<file path="src/rtl/smb_cfg_pkg.sv">
package smb_cfg_pkg;

    typedef enum logic [3:0] {
        S_IDLE,
        S_ADDR,
        S_ADDR_ACK,
        S_CMD,
        S_CMD_ACK,
        S_WDATA,
        S_WDATA_ACK,
        S_RDATA,
        S_RDATA_ACK
    } smb_state_e;

    localparam int BYTE_BITS = 8;

endpackage

</file>
<file path="src/rtl/smb_line_sync.sv">
module smb_line_sync #(
    parameter int STAGES = 2
) (
    input  logic clk,
    input  logic rst_n,
    input  logic scl_in,
    input  logic sda_in,
    output logic scl_s,
    output logic sda_s,
    output logic scl_rise,
    output logic scl_fall,
    output logic start_evt,
    output logic stop_evt
);

    logic [STAGES-1:0] scl_q;
    logic [STAGES-1:0] sda_q;
    logic              scl_p;
    logic              sda_p;

    always_ff @(posedge clk or negedge rst_n) begin
        if (!rst_n) begin
            scl_q <= '1;
            sda_q <= '1;
            scl_p <= 1'b1;
            sda_p <= 1'b1;
        end else begin
            scl_q <= {scl_q[STAGES-2:0], scl_in};
            sda_q <= {sda_q[STAGES-2:0], sda_in};
            scl_p <= scl_q[STAGES-1];
            sda_p <= sda_q[STAGES-1];
        end
    end

    assign scl_s     = scl_q[STAGES-1];
    assign sda_s     = sda_q[STAGES-1];
    assign scl_rise  = scl_s & ~scl_p;
    assign scl_fall  = ~scl_s & scl_p;
    // SDA edges while SCL stays high mark bus conditions
    assign start_evt = scl_s & scl_p & sda_p & ~sda_s;
    assign stop_evt  = scl_s & scl_p & ~sda_p & sda_s;

endmodule

</file>
<file path="src/rtl/smb_reg_bank.sv">
module smb_reg_bank #(
    parameter int NREGS = 4
) (
    input  logic               clk,
    input  logic               rst_n,
    input  logic               wr_en,
    input  logic [6:0]         wr_idx,
    input  logic [7:0]         wr_data,
    input  logic [6:0]         rd_idx,
    output logic [7:0]         rd_data,
    output logic [NREGS*8-1:0] regs_flat
);

    logic [7:0] regs [NREGS];

    for (genvar g = 0; g < NREGS; g++) begin : g_reg
        localparam logic [7:0] RST_VAL = (g == 1) ? 8'hF8 : 8'h00;
        always_ff @(posedge clk or negedge rst_n) begin
            if (!rst_n) begin
                regs[g] <= RST_VAL;
            end else if (wr_en && (wr_idx == 7'(g))) begin
                regs[g] <= wr_data;
            end
        end
        assign regs_flat[g*8 +: 8] = regs[g];
    end

    // Unimplemented offsets read as all ones
    always_comb begin
        rd_data = 8'hFF;
        for (int i = 0; i < NREGS; i++) begin
            if (rd_idx == 7'(i)) rd_data = regs[i];
        end
    end

endmodule

</file>
<file path="src/rtl/smb_cfg_slave.sv">
module smb_cfg_slave
    import smb_cfg_pkg::*;
#(
    parameter logic [6:0] SLV_ADDR    = 7'h69,
    parameter int         NREGS       = 4,
    parameter int         SYNC_STAGES = 2
) (
    input  logic               clk,
    input  logic               rst_n,
    input  logic               scl_in,
    input  logic               sda_in,
    output logic               sda_oe,
    output logic [2:0]         spread_sel,
    output logic [4:0]         freq_sel,
    output logic [NREGS*8-1:0] cfg_regs
);

    localparam logic [6:0] NREGS7   = 7'(NREGS);
    localparam logic [3:0] LAST_BIT = 4'(BYTE_BITS);

    smb_state_e state, nstate;

    logic       scl_s, sda_s, scl_rise, scl_fall, start_evt, stop_evt;
    logic [3:0] bit_cnt;
    logic [7:0] shreg;
    logic [7:0] tx;
    logic [6:0] offs;
    logic       cmd_ok;
    logic       is_rd;
    logic       byte_end;
    logic       cmd_good;
    logic       wr_en;
    logic [7:0] rd_data;
    logic [6:0] rd_idx;

    smb_line_sync #(.STAGES(SYNC_STAGES)) u_sync (
        .clk       (clk),
        .rst_n     (rst_n),
        .scl_in    (scl_in),
        .sda_in    (sda_in),
        .scl_s     (scl_s),
        .sda_s     (sda_s),
        .scl_rise  (scl_rise),
        .scl_fall  (scl_fall),
        .start_evt (start_evt),
        .stop_evt  (stop_evt)
    );

    assign byte_end = scl_fall && (bit_cnt == LAST_BIT);
    assign cmd_good = shreg[7] && (shreg[6:0] < NREGS7);
    assign rd_idx   = cmd_ok ? offs : 7'h7F;

    smb_reg_bank #(.NREGS(NREGS)) u_bank (
        .clk       (clk),
        .rst_n     (rst_n),
        .wr_en     (wr_en),
        .wr_idx    (offs),
        .wr_data   (shreg),
        .rd_idx    (rd_idx),
        .rd_data   (rd_data),
        .regs_flat (cfg_regs)
    );

    // State register
    always_ff @(posedge clk or negedge rst_n) begin
        if (!rst_n) state <= S_IDLE;
        else        state <= nstate;
    end

    // Next-state logic
    always_comb begin
        nstate = state;
        if (stop_evt) begin
            nstate = S_IDLE;
        end else if (start_evt) begin
            nstate = S_ADDR;
        end else begin
            unique case (state)
                S_IDLE:      nstate = S_IDLE;
                S_ADDR:      if (byte_end) nstate = (shreg[7:1] == SLV_ADDR) ? S_ADDR_ACK : S_IDLE;
                S_ADDR_ACK:  if (scl_fall) nstate = is_rd ? S_RDATA : S_CMD;
                S_CMD:       if (byte_end) nstate = cmd_good ? S_CMD_ACK : S_IDLE;
                S_CMD_ACK:   if (scl_fall) nstate = S_WDATA;
                S_WDATA:     if (byte_end) nstate = S_WDATA_ACK;
                S_WDATA_ACK: if (scl_fall) nstate = S_IDLE;
                S_RDATA:     if (byte_end) nstate = S_RDATA_ACK;
                S_RDATA_ACK: if (scl_rise) nstate = S_IDLE;
                default:     nstate = S_IDLE;
            endcase
        end
    end

    // Shift, count and command datapath
    always_ff @(posedge clk or negedge rst_n) begin
        if (!rst_n) begin
            bit_cnt <= '0;
            shreg   <= '0;
            tx      <= '1;
            offs    <= '0;
            cmd_ok  <= 1'b0;
            is_rd   <= 1'b0;
        end else if (stop_evt) begin
            bit_cnt <= '0;
            cmd_ok  <= 1'b0;
        end else if (start_evt) begin
            bit_cnt <= '0;
        end else begin
            if (scl_rise && (state inside {S_ADDR, S_CMD, S_WDATA, S_RDATA})) begin
                shreg   <= {shreg[6:0], sda_s};
                bit_cnt <= bit_cnt + 4'd1;
            end
            if ((state == S_ADDR) && byte_end) begin
                is_rd <= shreg[0];
            end
            if ((state == S_CMD) && byte_end) begin
                cmd_ok <= cmd_good;
                if (cmd_good) offs <= shreg[6:0];
            end
            if ((state inside {S_ADDR_ACK, S_CMD_ACK}) && scl_fall) begin
                bit_cnt <= '0;
                tx      <= rd_data;
            end
            if ((state == S_RDATA) && scl_fall && !byte_end) begin
                tx <= {tx[6:0], 1'b1};
            end
        end
    end

    // Outputs
    always_comb begin
        sda_oe = 1'b0;
        wr_en  = 1'b0;
        unique case (state)
            S_ADDR_ACK, S_CMD_ACK, S_WDATA_ACK: sda_oe = 1'b1;
            S_RDATA:                            sda_oe = ~tx[7];
            S_WDATA:                            wr_en  = byte_end && !start_evt && !stop_evt;
            default:                            ;
        endcase
    end

    assign spread_sel = cfg_regs[7:5];
    assign freq_sel   = cfg_regs[4:0];

endmodule

</file>
<file path="config.mk">
export PLATFORM = sky130hd
export DESIGN_NAME = smb_cfg_slave
export DESIGN_NICKNAME = d
export VERILOG_FILES = /design/src/rtl/smb_cfg_pkg.sv /design/src/rtl/smb_line_sync.sv /design/src/rtl/smb_reg_bank.sv /design/src/rtl/smb_cfg_slave.sv
export SDC_FILE = /design/constraint.sdc
export NUM_CORES = 1
export LEC_CHECK = 0
export ABC_AREA = 1
export ABC_CLOCK_PERIOD_IN_PS = 1600
export BUFFER_PORTS_ARGS = -buffer_cell sky130_fd_sc_hd__buf_2
export CAP_MARGIN = 20
export CORE_MARGIN = 4
export CORE_UTILIZATION = 25
export CTS_BUF_LIST = sky130_fd_sc_hd__clkbuf_8
export CTS_CLUSTER_SIZE = 28
export DETAILED_ROUTE_END_ITERATION = 8
export GPL_ROUTABILITY_DRIVEN = 0
export HOLD_SLACK_MARGIN = 0.05
export SLEW_MARGIN = 20
export SYNTH_ARGS = -nofsm -noshare
export SYNTH_HDL_FRONTEND = slang
export SYNTH_SLANG_ARGS = --single-unit
</file>
<file path="constraint.sdc">
create_clock -name clk -period 1.6 [get_ports clk]
set_clock_uncertainty 0.2 [all_clocks]
set_input_delay 0.32 -clock clk [delete_from_list [all_inputs] [get_ports clk]]
set_output_delay 0.32 -clock clk [all_outputs]
set_load 0.05 [all_outputs]
</file>
==> reports/metrics.yaml <==
run_status:
  status: "complete, but fails checks"
  violations: "setup timing"
layout:
  drive_above_1_share: 0.5251
  fillers: 1324
  nets: 538
  num_antenna_cells: 0
  stdcell_area_um2: 5410
  syn2layout_area_growth_pct: 52.09
timing:
  drv_slew: 0
  fin_crit_sh: 1.228
  whs_ps: 157.6
  relSlewSlack: 0.7441
  worst_pin_slew_ps: 383.9
  rsz0062_at_grt: "yes"
  setup_viol: 53
  fmax_ghz: 0.5088
  hold_viol_final: 0
  tns_ps: -8959
  min_period_ps: 1966
  fin_ws_ps: -365.5
worst_setup_path:
  arrival_ps: 1450
  reg2reg_to: "u_bank.regs_flat[20]"
  path_max_fanout: 4
  ff2ff_setup_slack_ps: -230
  end_kind: "output port"
  reg2reg_depth: 10
  startpoint_type: "flip-flop"
  worstSetupPathType: "flip-flop to output port"
  r2r-start: "state[1]"
  cp.required_ps: 1080
synth:
  yosysUniqueCellTypes: 33
  synthCells: 426
  avgSynthCellArea_um2: 8.350
  synthesis.area_um2: 3557
  synth_nets: 432
  yosys_warnings: 0
  ys_ff_latch: 71
  synth.yosys.seq_area_share: 0.5062
route:
  dr.first_iter.drc_count: 181
  vias: 3261
  avgRoutedWirePerCell_um: 14.11
  ant_nets: 0
  wirelength_um: 10120
  firstDrtPassIters: 4
  route.detailed.drc: 0
  via_per_inst: 4.548
min_path:
  min_from: "u_sync.scl_q[0]"
  hold_path_class: "flip-flop to flip-flop"
  holdPathEnd: "u_sync.scl_q[1]"
  min_path_cells: 0
die:
  core-area_um2: 13930
  die_w_um: 127.3
  start_util: 0.2553
  row_count: 43
  die_area_um2: 16200
  ios: 45
  die_h_um: 127.3
clock_network:
  path_clk_slew_ps: 80
  cts_tree: "built"
  clock_latency_ps: 360
  cts_buffers: 9
  cts_buffer_depth: 2
  cts.htree.levels: 3
  clock-sinks: 71
  cts_root_buf: "clkbuf_8"
global_routing:
  globalRouteTotalUtil: 0.1281
  grt-ovfl-total: 0
  grt_pass1_wl_um: 16590
  antenna_found_initial: 0
  grt_pass1_vias: 3227
  grt_start_max_net_pins: 33
pwr:
  power_frac_comb: 0.185
  powerDensity_nw_per_um2: 778.1
  swShare: 0.3051
  p_sw_w: 0.001284
  p_int_w: 0.002925
  power_frac_clock: 0.344
  leakagePower_nw: 2.360
  seqPwrFrac: 0.471
  ir_worst_vdd_mv: 0.4278
flow_run:
  cap_viol_max_count: 0
placed_design:
  dp_hpwl_um: 6573
  portBuffers: 44
  post-place-ws_ps: -143.7
  dpl_cell_area_um2: 4269
## registers in the layout, indices dropped and copies added (netlist names)
register          cells
bit_cnt               4
cmd_ok                1
is_rd                 1
offs                  7
shreg                 8
state                 4
tx                    8
u_bank.regs_flat     32
u_sync.scl_p          1
u_sync.scl_q          2
u_sync.sda_p          1
u_sync.sda_q          2
## cell usage after synthesis
master / instances / share of area
nand2_1: 107 / 0.11
dfrtp_1: 52 / 0.37
inv_1: 52 / 0.055
nor2_1: 38 / 0.040
o21ai_0: 24 / 0.034
o21ai_1: 24 / 0.034
a21oi_1: 20 / 0.028
dfstp_2: 19 / 0.14
nor3_1: 19 / 0.027
nand3_1: 15 / 0.021
buf_4: 9 / 0.019
o21ai_2: 9 / 0.022
buf_6: 4 / 0.013
nand2_4: 4 / 0.013
nor2_2: 3 / 0.0053
nor2_4: 3 / 0.0095
a31oi_1: 2 / 0.0035
clkbuf_1: 2 / 0.0021
ha_1: 2 / 0.0070
inv_2: 2 / 0.0021
nand3_4: 2 / 0.0098
nand4_1: 2 / 0.0035
o22ai_1: 2 / 0.0035
a211oi_1: 1 / 0.0021
buf_2: 1 / 0.0014
nand2_2: 1 / 0.0018
nand3_2: 1 / 0.0028
nand4_4: 1 / 0.0060
nor2_8: 1 / 0.0056
nor3_2: 1 / 0.0028
o211ai_1: 1 / 0.0021
xnor2_1: 1 / 0.0025
xor2_1: 1 / 0.0025
## layer usage
| metal | routed length [um] | track usage | vias to the layer above |
|---|---|---|---|
| met5 | 0 | 0 | - |
| met4 | 102 | 0.03218 | 0 |
| met3 | 436 | 0.03010 | 8 |
| met2 | 5195 | 0.2146 | 68 |
| met1 | 4382 | 0.1674 | 1591 |
| li1 | - | - | 1594 |
## timing repair
action / CTS / global route
setup endpoints to repair: 67 / 85
setup buffers: 13 / 4
resized for setup: 138 / 94
hold buffers: 3 / 0
gates cloned: 6 / 0
pin swaps: 22 / 28
hold endpoints to repair: 56 / 0
## critical path, stage by stage (launching register included)
cell and delay [ps]:
dfrtp_2 450, inv_2 90, nor2_4 50, nand2_2 70
o21ai_2 60, a21oi_2 160, o21ai_4 70, buf_6 150
## power groups by stage
stage                     clock (W)  combinational, W  sequential (W)
after floorplan                   0          0.000312         0.00201
after global placement            0          0.000615         0.00201
after detailed placement          0          0.000634         0.00201
after CTS                   0.00150          0.000750         0.00198
after global routing        0.00157          0.000868         0.00200
final                       0.00145          0.000778         0.00198
## cells in the final DEF, fill, tap and decap left out, types with 17 or more instances in the layout
master,count
buf_4,67
nand2_1,68
nor3_1,17
inv_1,44
nand2_4,17
o21ai_2,28
nand2_2,24
nor2_1,26
dfstp_2,19
o21ai_1,17
dfrtp_1,38
## cells by family after synthesis
group | Yosys count | synth area share
and+or+nand+nor | 198 | 0.2606
AOI/OAI and AO/OA | 83 | 0.1291
DFF | 71 | 0.5062
buffers and inverters | 70 | 0.09215
xor gates and xnor gates | 2 | 0.004925
adders and majority gates | 2 | 0.007034
## cell type report
class                           instances  area [um2]  area share
Multi-Input combinational cell        291        2019      0.3733
Inverter                               54       212.7     0.03932
Timing Repair Buffer                  105       939.7      0.1737
Tap cell                              180       225.2     0.04163
Sequential cell                        71        1818      0.3360
Clock inverter                          7       71.32     0.01318
Clock buffer                            9       123.9     0.02290
## per-stage QoR
step,total power [W],util,std cells
floorplan,0.002327,-,426
global placement,0.002621,0.3064,677
detailed placement,0.002648,0.3064,677
CTS,0.004232,0.3673,715
global route,0.004444,0.3883,717
finish,0.004210,0.3883,717
## worst max path at each step
stage                       startpoint                   to  slack, ps  cells after the start
after global routing          state[1]               sda_oe       -430                      7
final                         state[1]               sda_oe       -370                      7
after global placement        state[1]               sda_oe       -100                      7
after floorplan           u_sync.scl_p  u_bank.regs_flat[5]       -110                      8
after CTS                     state[1]               sda_oe       -390                      7
after detailed placement    bit_cnt[1]                tx[5]       -140                      8
No activity file was read; power rests on OpenSTA's default activity.
